$ cat config.mk
export PLATFORM = sky130hd
export DESIGN_NAME = lmfc_release_ctrl
export DESIGN_NICKNAME = d
export VERILOG_FILES = /design/src/rtl/lmfc_pkg.sv /design/src/rtl/lmfc_timer.sv /design/src/rtl/lmfc_lane_fifo.sv /design/src/rtl/lmfc_release_ctrl.sv
export SDC_FILE = /design/constraint.sdc
export NUM_CORES = 1
export LEC_CHECK = 0
export ABC_CLOCK_PERIOD_IN_PS = 6100
export BUFFER_PORTS_ARGS = -buffer_cell sky130_fd_sc_hd__buf_2
export CAP_MARGIN = 20
export CORE_MARGIN = 2
export CORE_UTILIZATION = 63
export DETAILED_ROUTE_END_ITERATION = 8
export PLACE_DENSITY = 0.89
export SETUP_SLACK_MARGIN = 0.5
export SLEW_MARGIN = 25
export SYNTH_ARGS = -nofsm -noshare
export SYNTH_HDL_FRONTEND = slang
export SYNTH_SLANG_ARGS = --single-unit
$ cat constraint.sdc
create_clock -name clk -period 6.1 [get_ports clk]
set_clock_uncertainty 0.2 [all_clocks]
set_input_delay 1.22 -clock clk [delete_from_list [all_inputs] [get_ports clk]]
set_output_delay 1.22 -clock clk [all_outputs]
set_load 0.02 [all_outputs]
$ cat src/rtl/lmfc_pkg.sv
`timescale 1ns/1ps
package lmfc_pkg;
    typedef enum logic [0:0] {
        REL_WAIT = 1'b0,
        REL_RUN  = 1'b1
    } rel_state_e;
endpackage

$ cat src/rtl/lmfc_timer.sv
`timescale 1ns/1ps
module lmfc_timer #(
    parameter int KW = 5
) (
    input  logic          clk,
    input  logic          rst_n,
    input  logic          sysref,
    input  logic          sysref_en,
    input  logic          oneshot_mode,
    input  logic [KW-1:0] cfg_k,
    input  logic [KW-1:0] cfg_rbd,
    output logic          lmfc_edge,
    output logic          rel_hit
);
    typedef struct packed {
        logic          sync1;
        logic          sync2;
        logic          armed;
        logic [KW-1:0] cnt;
    } tmr_t;

    tmr_t t_d, t_q;
    logic          rise, take;
    logic [KW-1:0] k_last, rbd_eff, rel_idx;

    always_comb begin
        t_d       = t_q;
        t_d.sync1 = sysref;
        t_d.sync2 = t_q.sync1;
        rise      = t_q.sync1 & ~t_q.sync2;
        take      = rise & sysref_en & (t_q.armed | ~oneshot_mode);

        if (!sysref_en)  t_d.armed = 1'b1;
        else if (take)   t_d.armed = 1'b0;

        k_last  = (cfg_k <= KW'(1)) ? '0 : cfg_k - KW'(1);
        rbd_eff = (cfg_rbd == '0) ? KW'(1) : cfg_rbd;
        rel_idx = (rbd_eff >= cfg_k) ? '0 : rbd_eff;

        if (take)                  t_d.cnt = '0;
        else if (t_q.cnt >= k_last) t_d.cnt = '0;
        else                       t_d.cnt = t_q.cnt + KW'(1);

        lmfc_edge = (t_q.cnt == '0);
        rel_hit   = (t_q.cnt == rel_idx);
    end

    always_ff @(posedge clk or negedge rst_n) begin
        if (!rst_n) begin
            t_q       <= '0;
            t_q.armed <= 1'b1;
        end else begin
            t_q <= t_d;
        end
    end
endmodule

$ cat src/rtl/lmfc_lane_fifo.sv
`timescale 1ns/1ps
module lmfc_lane_fifo #(
    parameter int DW    = 8,
    parameter int DEPTH = 32,
    parameter int AW    = 5
) (
    input  logic          clk,
    input  logic          rst_n,
    input  logic          wr_valid,
    input  logic [DW-1:0] wr_data,
    input  logic          rd_en,
    output logic [DW-1:0] rd_data,
    output logic          started,
    output logic          overflow
);
    typedef struct packed {
        logic [AW-1:0] wp;
        logic [AW-1:0] rp;
        logic [AW:0]   fill;
        logic          seen;
    } fifo_t;

    fifo_t f_d, f_q;
    logic [DW-1:0] mem [DEPTH];
    logic full, rd_ok, wr_ok;

    always_comb begin
        f_d      = f_q;
        full     = (f_q.fill == (AW+1)'(DEPTH));
        rd_ok    = rd_en && (f_q.fill != '0);
        wr_ok    = wr_valid && (!full || rd_ok);
        overflow = wr_valid && full && !rd_ok;

        if (wr_ok) begin
            f_d.wp   = (f_q.wp == AW'(DEPTH-1)) ? '0 : f_q.wp + AW'(1);
            f_d.seen = 1'b1;
        end
        if (rd_ok)
            f_d.rp = (f_q.rp == AW'(DEPTH-1)) ? '0 : f_q.rp + AW'(1);
        if (wr_ok && !rd_ok)      f_d.fill = f_q.fill + (AW+1)'(1);
        else if (rd_ok && !wr_ok) f_d.fill = f_q.fill - (AW+1)'(1);

        rd_data = mem[f_q.rp];
        started = f_q.seen;
    end

    always_ff @(posedge clk or negedge rst_n) begin
        if (!rst_n) f_q <= '0;
        else        f_q <= f_d;
    end

    always_ff @(posedge clk) begin
        if (wr_ok) mem[f_q.wp] <= wr_data;
    end
endmodule

$ cat src/rtl/lmfc_release_ctrl.sv
`timescale 1ns/1ps
module lmfc_release_ctrl #(
    parameter int LANES = 4,
    parameter int DW    = 8,
    parameter int KMAX  = 16,
    parameter int DEPTH = 32,
    localparam int KW   = $clog2(KMAX+1),
    localparam int AW   = $clog2(DEPTH)
) (
    input  logic                clk,
    input  logic                rst_n,
    input  logic [LANES*DW-1:0] lane_data,
    input  logic [LANES-1:0]    lane_valid,
    input  logic                sysref,
    input  logic                sysref_en,
    input  logic                oneshot_mode,
    input  logic [KW-1:0]       cfg_k,
    input  logic [KW-1:0]       cfg_rbd,
    output logic [LANES*DW-1:0] out_data,
    output logic                out_valid,
    output logic                lmfc_edge,
    output logic                release_pulse,
    output logic                late_err,
    output logic                ovf_err
);
    import lmfc_pkg::*;

    typedef struct packed {
        rel_state_e st;
        logic       pulse;
        logic       late;
        logic       ovf;
    } ctl_t;

    ctl_t c_d, c_q;
    logic             rel_hit;
    logic [LANES-1:0] lane_started, lane_ovf;
    logic             reading;

    lmfc_timer #(.KW(KW)) u_timer (
        .clk          (clk),
        .rst_n        (rst_n),
        .sysref       (sysref),
        .sysref_en    (sysref_en),
        .oneshot_mode (oneshot_mode),
        .cfg_k        (cfg_k),
        .cfg_rbd      (cfg_rbd),
        .lmfc_edge    (lmfc_edge),
        .rel_hit      (rel_hit)
    );

    assign reading = (c_q.st == REL_RUN);

    for (genvar g = 0; g < LANES; g++) begin : g_lane
        lmfc_lane_fifo #(.DW(DW), .DEPTH(DEPTH), .AW(AW)) u_fifo (
            .clk      (clk),
            .rst_n    (rst_n),
            .wr_valid (lane_valid[g]),
            .wr_data  (lane_data[g*DW +: DW]),
            .rd_en    (reading),
            .rd_data  (out_data[g*DW +: DW]),
            .started  (lane_started[g]),
            .overflow (lane_ovf[g])
        );
    end

    always_comb begin
        c_d       = c_q;
        c_d.pulse = 1'b0;
        if (c_q.st == REL_WAIT && rel_hit) begin
            if (&lane_started) begin
                c_d.st    = REL_RUN;
                c_d.pulse = 1'b1;
            end else if (|lane_started) begin
                c_d.late = 1'b1;
            end
        end
        if (|lane_ovf) c_d.ovf = 1'b1;
    end

    always_ff @(posedge clk or negedge rst_n) begin
        if (!rst_n) c_q <= '{st: REL_WAIT, pulse: 1'b0, late: 1'b0, ovf: 1'b0};
        else        c_q <= c_d;
    end

    assign out_valid     = reading;
    assign release_pulse = c_q.pulse;
    assign late_err      = c_q.late;
    assign ovf_err       = c_q.ovf;
endmodule

== Yosys cells after proc, flatten, opt, wreduce, memory -nomap -nowiden ==
Memory sizes are Yosys's and may differ from the RTL's.
Cells that the tools add are included.

* Register bits after elaboration: 80
* RAM bits: 1024
* Bits of input ports: 51
* Output and inout port bits: 37
* Logic and storage cells: 162
* Memories kept: 4

{| class="wikitable"
|+ Memories
! name !! words !! width !! read ports !! clocked after Yosys merged registers in !! wr ports !! line !! text
|-
| g_lane[0].u_fifo.mem || 32 || 8 || 1 || 0 || 1 || lmfc_lane_fifo.sv:24 || <nowiki>logic [DW-1:0] mem [DEPTH];</nowiki>
|-
| g_lane[1].u_fifo.mem || 32 || 8 || 1 || 0 || 1 || lmfc_lane_fifo.sv:24 ||
|-
| g_lane[2].u_fifo.mem || 32 || 8 || 1 || 0 || 1 || lmfc_lane_fifo.sv:24 ||
|-
| g_lane[3].u_fifo.mem || 32 || 8 || 1 || 0 || 1 || lmfc_lane_fifo.sv:24 ||
|}

* Add/sub/neg operators: 18
* Order comparisons: 3
* Equality and inequality tests: 14
* Multiplexer cells: 35
* Bitwise logic cells: 8
* Reductions and logical operators: 56

{| class="wikitable"
|+ Operator list
! cell !! count
|-
| 5-bit two-way mux || 13
|-
| 6-bit two-way mux || 8
|-
| 5-bit by 1-bit adder with 5-bit output (second input constant) || 9
|-
| 5-bit equality test (second input constant) || 8
|-
| 1-bit logical AND || 25
|-
| 6-bit by 1-bit adder with 6-bit output (second input constant) || 4
|-
| 6-bit equality test (second input constant) || 4
|-
| 6-bit nonzero test || 4
|-
| 6-bit by 1-bit subtractor with 6-bit output (second input constant) || 4
|-
| 1-bit two-way mux || 13
|-
| 1-bit logical NOT || 12
|-
| 5-bit >= comparator || 2
|-
| 5-bit logical NOT || 2
|-
| 2-bit nonzero test || 4
|-
| 4-bit OR reduction || 2
|-
| 5-bit equality test || 1
|-
| 5-bit by 1-bit less-or-equal comparator with 1-bit output (second input constant) || 1
|-
| 5-bit AND reduction || 1
|-
| 5-bit by 1-bit subtractor with 5-bit output (second input constant) || 1
|-
| 1-bit logical OR || 4
|-
| 1-bit inverter || 4
|-
| 4-bit AND reduction || 1
|-
| 1-bit bitwise AND || 3
|-
| 3-bit AND reduction || 1
|-
| other kinds (3) || 3
|}

== Depth between registers and ports, before layout ==
* Depth after elaboration: 8
* Gate-level depth with buffers: 11
* Mapped depth without buffers: 11

== Hierarchy ==
A second synthesis with hierarchy kept.

* Cell total of the unflattened synthesis: 2428
* Area total of the unflattened synthesis: 45079.5 µm²

{| class="wikitable"
|+ By module, submodules not included
! module !! times used !! cells an instance !! area each (µm²) !! sequential area each (µm²)
|-
| lmfc_lane_fifo at g_lane[1].u_fifo ... || 3 || 581 || 11033.1 || 8112.8
|-
| lmfc_lane_fifo at g_lane[0].u_fifo || 1 || 581 || 11025.6 || 8112.8
|-
| lmfc_timer || 1 || 90 || 800.8 || 201.4
|-
| lmfc_release_ctrl || 1 || 14 || 153.9 || 100.1
|}

== Least setup slack after synthesis ==
OpenSTA, ideal clock, no wires.

* Path type: flip-flop to output port
* From: register g_lane[0].u_fifo.f_q[8] (netlist bit)
* To: output out_data[0]
* Arrival time: 2.144 ns
* Required time: 4.680 ns
* Path slack: 2.536 ns
* Cell stages (with the launch flop): 6
* Path buffers: 2
* Cell sequence: dfrtp_1 -> clkbuf_1 -> buf_1 -> mux4_2 -> mux4_2 -> mux2_2

* Longest elaborated chain between the ends: 1

{| class="wikitable"
|+ Ends and longest elaborated chain
! what !! line !! text
|-
| start, declared || lmfc_lane_fifo.sv:23 || <nowiki>fifo_t f_d, f_q;</nowiki>
|-
| start signal, assigned || lmfc_lane_fifo.sv:48 || <nowiki>if (!rst_n) f_q <= '0;</nowiki>
|-
| start signal, assigned || lmfc_lane_fifo.sv:49 || <nowiki>else f_q <= f_d;</nowiki>
|-
| memory read 32 x 8 bit || -- ||
|-
| end, declared || lmfc_release_ctrl.sv:19 || <nowiki>output logic [LANES*DW-1:0] out_data,</nowiki>
|}

Every way passes these cells.

== Worst setup path after layout ==
* From: register g_lane[1].u_fifo.f_q[7] (netlist bit)
* To: output out_data[14]

* Longest elaborated chain between the ends: 1

{| class="wikitable"
|+ Ends and longest elaborated chain
! what !! line
|-
| start, declared || lmfc_lane_fifo.sv:23
|-
| start signal, assigned || lmfc_lane_fifo.sv:48
|-
| start signal, assigned || lmfc_lane_fifo.sv:49
|-
| memory read 32 x 8 bit || --
|}

Every way passes these cells.

==> impl_metrics.json <==
{
  "status": "complete, no violations",
  "grt_setup_unrepaired": "false",
  "die_y_um": 270,
  "peakVddDrop_v": 0.000254,
  "crit_path_start_kind": "register",
  "min_period_ns": 5.13,
  "r2r_start": "g_lane[1].u_fifo.f_q[1]$_DFFE_PN0P_",
  "syn_area_mm2": 0.0447,
  "intPower_uw": 15900,
  "syn_to_final_growth_pct": 10.9,
  "hold_path.class": "register to register",
  "hp-start": "u_timer.t_d[6]$_DFF_PN0_",
  "gp_congestion": 0.851,
  "period_share_pct": 84.1,
  "initial_utilization_pct": 63.7,
  "antenna_found_initial": 4,
  "fin_cells": 3304,
  "root_buffer": "clkbuf_16",
  "cts.sinks": 1104,
  "first_pass_iters": 5,
  "setup_violations": 0,
  "critPathMaxFanout": 45,
  "cts_buffers": 105,
  "critPathRequiredTime_ns": 4.68,
  "crit_path_end_kind": "primary output",
  "clock_latency_ns": 0.65,
  "routed_wl_um": 102000,
  "dp.final_hpwl_um": 57900,
  "worst_slew_pin_slew_ns": 1.16,
  "yosysSeqAreaShare_pct": 73.3,
  "crit_chain": "buf_4, mux4_2, mux4_2, mux2_2, buf_2",
  "final_cell_mix": "edfxtp_1, mux4_2, nor2_1",
  "postRouteAntennaNets": 0,
  "mostFrequentLayoutCell": "edfxtp_1",
  "dieWidth_um": 270,
  "worst_path_most_repeated_cell": "mux4_2",
  "holdBufCountCts": 0,
  "swShare_pct": 31.0,
  "cts.clk_slew.worst_paths_ns": 0.07,
  "timing_worst_setup_path_type": "register to primary output",
  "reg2regPathDepth": 10,
  "relSlewSlack_pct": 22.5,
  "drv_slew": 0,
  "grt_usage_pct": 28.4,
  "startpoint": "g_lane[1].u_fifo.f_q[7]$_DFFE_PN0P_",
  "ys_warn_count": 0,
  "critPathMaxStageDelay_ns": 1.03,
  "rrSetupSlack_ns": 2.17,
  "cts_setup_buffers": 0,
  "cts_tree": "yes",
  "cap_violations": 0,
  "grt_pass1_vias": 23056,
  "yosys_most_used_dff": "edfxtp_1",
  "yosys.cell_types.count": 53,
  "p_sw_uw": 7130,
  "place_inst": 3104,
  "hold_end": "u_timer.t_q[6]$_DFF_PN0_",
  "tns_ns": 0,
  "grt_pass1_wl_um": 153000,
  "io_buffers": 87,
  "postSynthCellCount": 2160,
  "fmax_mhz": 195,
  "syn-mean-instance-area_um2": 20.7,
  "htree_levels": 3,
  "wl_per_cell_um": 30.8,
  "ys_async_sr_fraction_pct": 7.25,
  "drcViolationCount": 0,
  "syn-num-nets": 2277,
  "power.share.clock_pct": 29.3,
  "p_leak_uw": 0.0161,
  "arrival_ns": 3.71,
  "cpMaxStageDelayCell": "dfrtp_4",
  "clockBufferDepth": 3,
  "synth_seq_cells": 1104,
  "vias": 22488,
  "drive_gt1_share_pct": 28.6,
  "rows": 97,
  "hold_violations": 0,
  "fin_nets": 2388,
  "boundaryPins": 88,
  "synth_edf_count": 1024,
  "combPwrFrac_pct": 27.8,
  "grt_max_degree": 63,
  "min_path_cells": 0,
  "first_iter_violations": 3105,
  "design.die.area_mm2": 0.0731,
  "rr_endpoint": "g_lane[1].u_fifo.f_q[6]$_DFFE_PN0P_",
  "routed_via_density": 6.81,
  "post_cts_resized": 0,
  "core_mm2": 0.0701,
  "overflow": 0,
  "power_density_mw_per_mm2": 465,
  "utilization_pct": 70.6,
  "seqPwrFrac_pct": 42.8
}
## cell type report
cell class	count	area (µm²)
sequential	1104	32800
timing repair buffer	101	568
clock inverter	65	694
clock buffer	133	2920
inverter	44	165
fill	3889	20600
antenna	2	5.00
multi-input combinational	915	11200
tap	940	1180
## per-layer routing
metal / vias up / track usage (%) / share of wire (%)
li1: 9133 / - / -
met1: 11607 / 38.8 / 37
met5: - / 0 / 0.014
met2: 1480 / 46.5 / 50
met3: 266 / 5.18 / 9.2
met4: 2 / 10.8 / 4.0
## power groups by stage
| stage | Clock, µW | Sequential (µW) | Combinational, µW |
|---|---|---|---|
| CTS | 6810 | 9880 | 6370 |
| global route | 7070 | 9980 | 6690 |
| finish | 6750 | 9860 | 6410 |
| detailed placement | 0 | 9990 | 6190 |
| floorplan | 0 | 9170 | 5170 |
| global placement | 0 | 9920 | 5920 |
## kinds of logic (layout without fill, tap and decap cells)
logic type / count (synthesis) / count (layout) / share of synthesized area (%)
fa+ha+maj: 66 / 66 / 1.92
compound gates: 115 / 115 / 1.84
xor+xnor: 25 / 25 / 0.490
mux: 368 / 368 / 17.3
buf+inv: 141 / 343 / 1.54
simple gates: 341 / 341 / 3.57
flops: 1104 / 1104 / 73.3
other cells: 0 / 2 / 0
## through the flow
stage | hold slack, ns | total power [µW] | instance area (µm²) | setup WS [ns]
after global routing | 0.227 | 23700 | 49600 | 0.791
after global placement | 0.187 | 15800 | 45900 | 1.70
after detailed placement | 0.197 | 16200 | 45900 | 1.64
after floorplan | 0.174 | 14300 | 44700 | 2.54
after CTS | 0.217 | 23100 | 49500 | 0.891
final | 0.217 | 23000 | 49600 | 0.972
## how the worst max path moves through the flow
stage                     cells past startpoint           end  slack (ns)
after global placement                        5   out_data[9]        1.70
after global routing                          5  out_data[14]        0.79
after CTS                                     5  out_data[10]        0.89
final                                         5  out_data[14]        0.97
after detailed placement                      5  out_data[14]        1.64
after floorplan                               5   out_data[0]        2.54
## synthesized netlist by cell type, types with 8 or more instances
library cell,instances,area (µm²)
buf_2,8,40.0
dfrtp_1,79,1980
buf_1,11,41.3
clkbuf_1,58,218
or3_1,8,50.1
nand2_1,67,251
nor3_1,13,65.1
and3_1,9,56.3
a21oi_1,19,95.1
nand3b_1,16,120
buf_6,20,225
or3b_2,8,70.1
xnor2_1,18,158
nand3_1,19,95.1
nor2_1,155,582
edfxtp_1,1024,30700
nor4_1,13,81.3
or4_1,10,75.1
inv_1,40,150
mux4_2,320,7210
nand2b_1,8,50.1
mux2_2,43,484
ha_1,62,776
o21ai_0,48,240
## critical path: cells and delay by family (launching register included)
family	cells	cell delay, ns
muxes	3	1.43
buffers and inverters	2	0.56
DFF	1	1.03
## state kept, by name, indices dropped and copies added (netlist names)
| register | count |
|---|---|
| ovf_err | 1 |
| out_valid | 1 |
| u_timer.t_d | 1 |
| g_lane.u_fifo.started | 4 |
| g_lane.u_fifo.mem | 1024 |
| late_err | 1 |
| release_pulse | 1 |
| u_timer.t_q | 7 |
| g_lane.u_fifo.f_q | 64 |
Power figures use the tool's default switching activity.
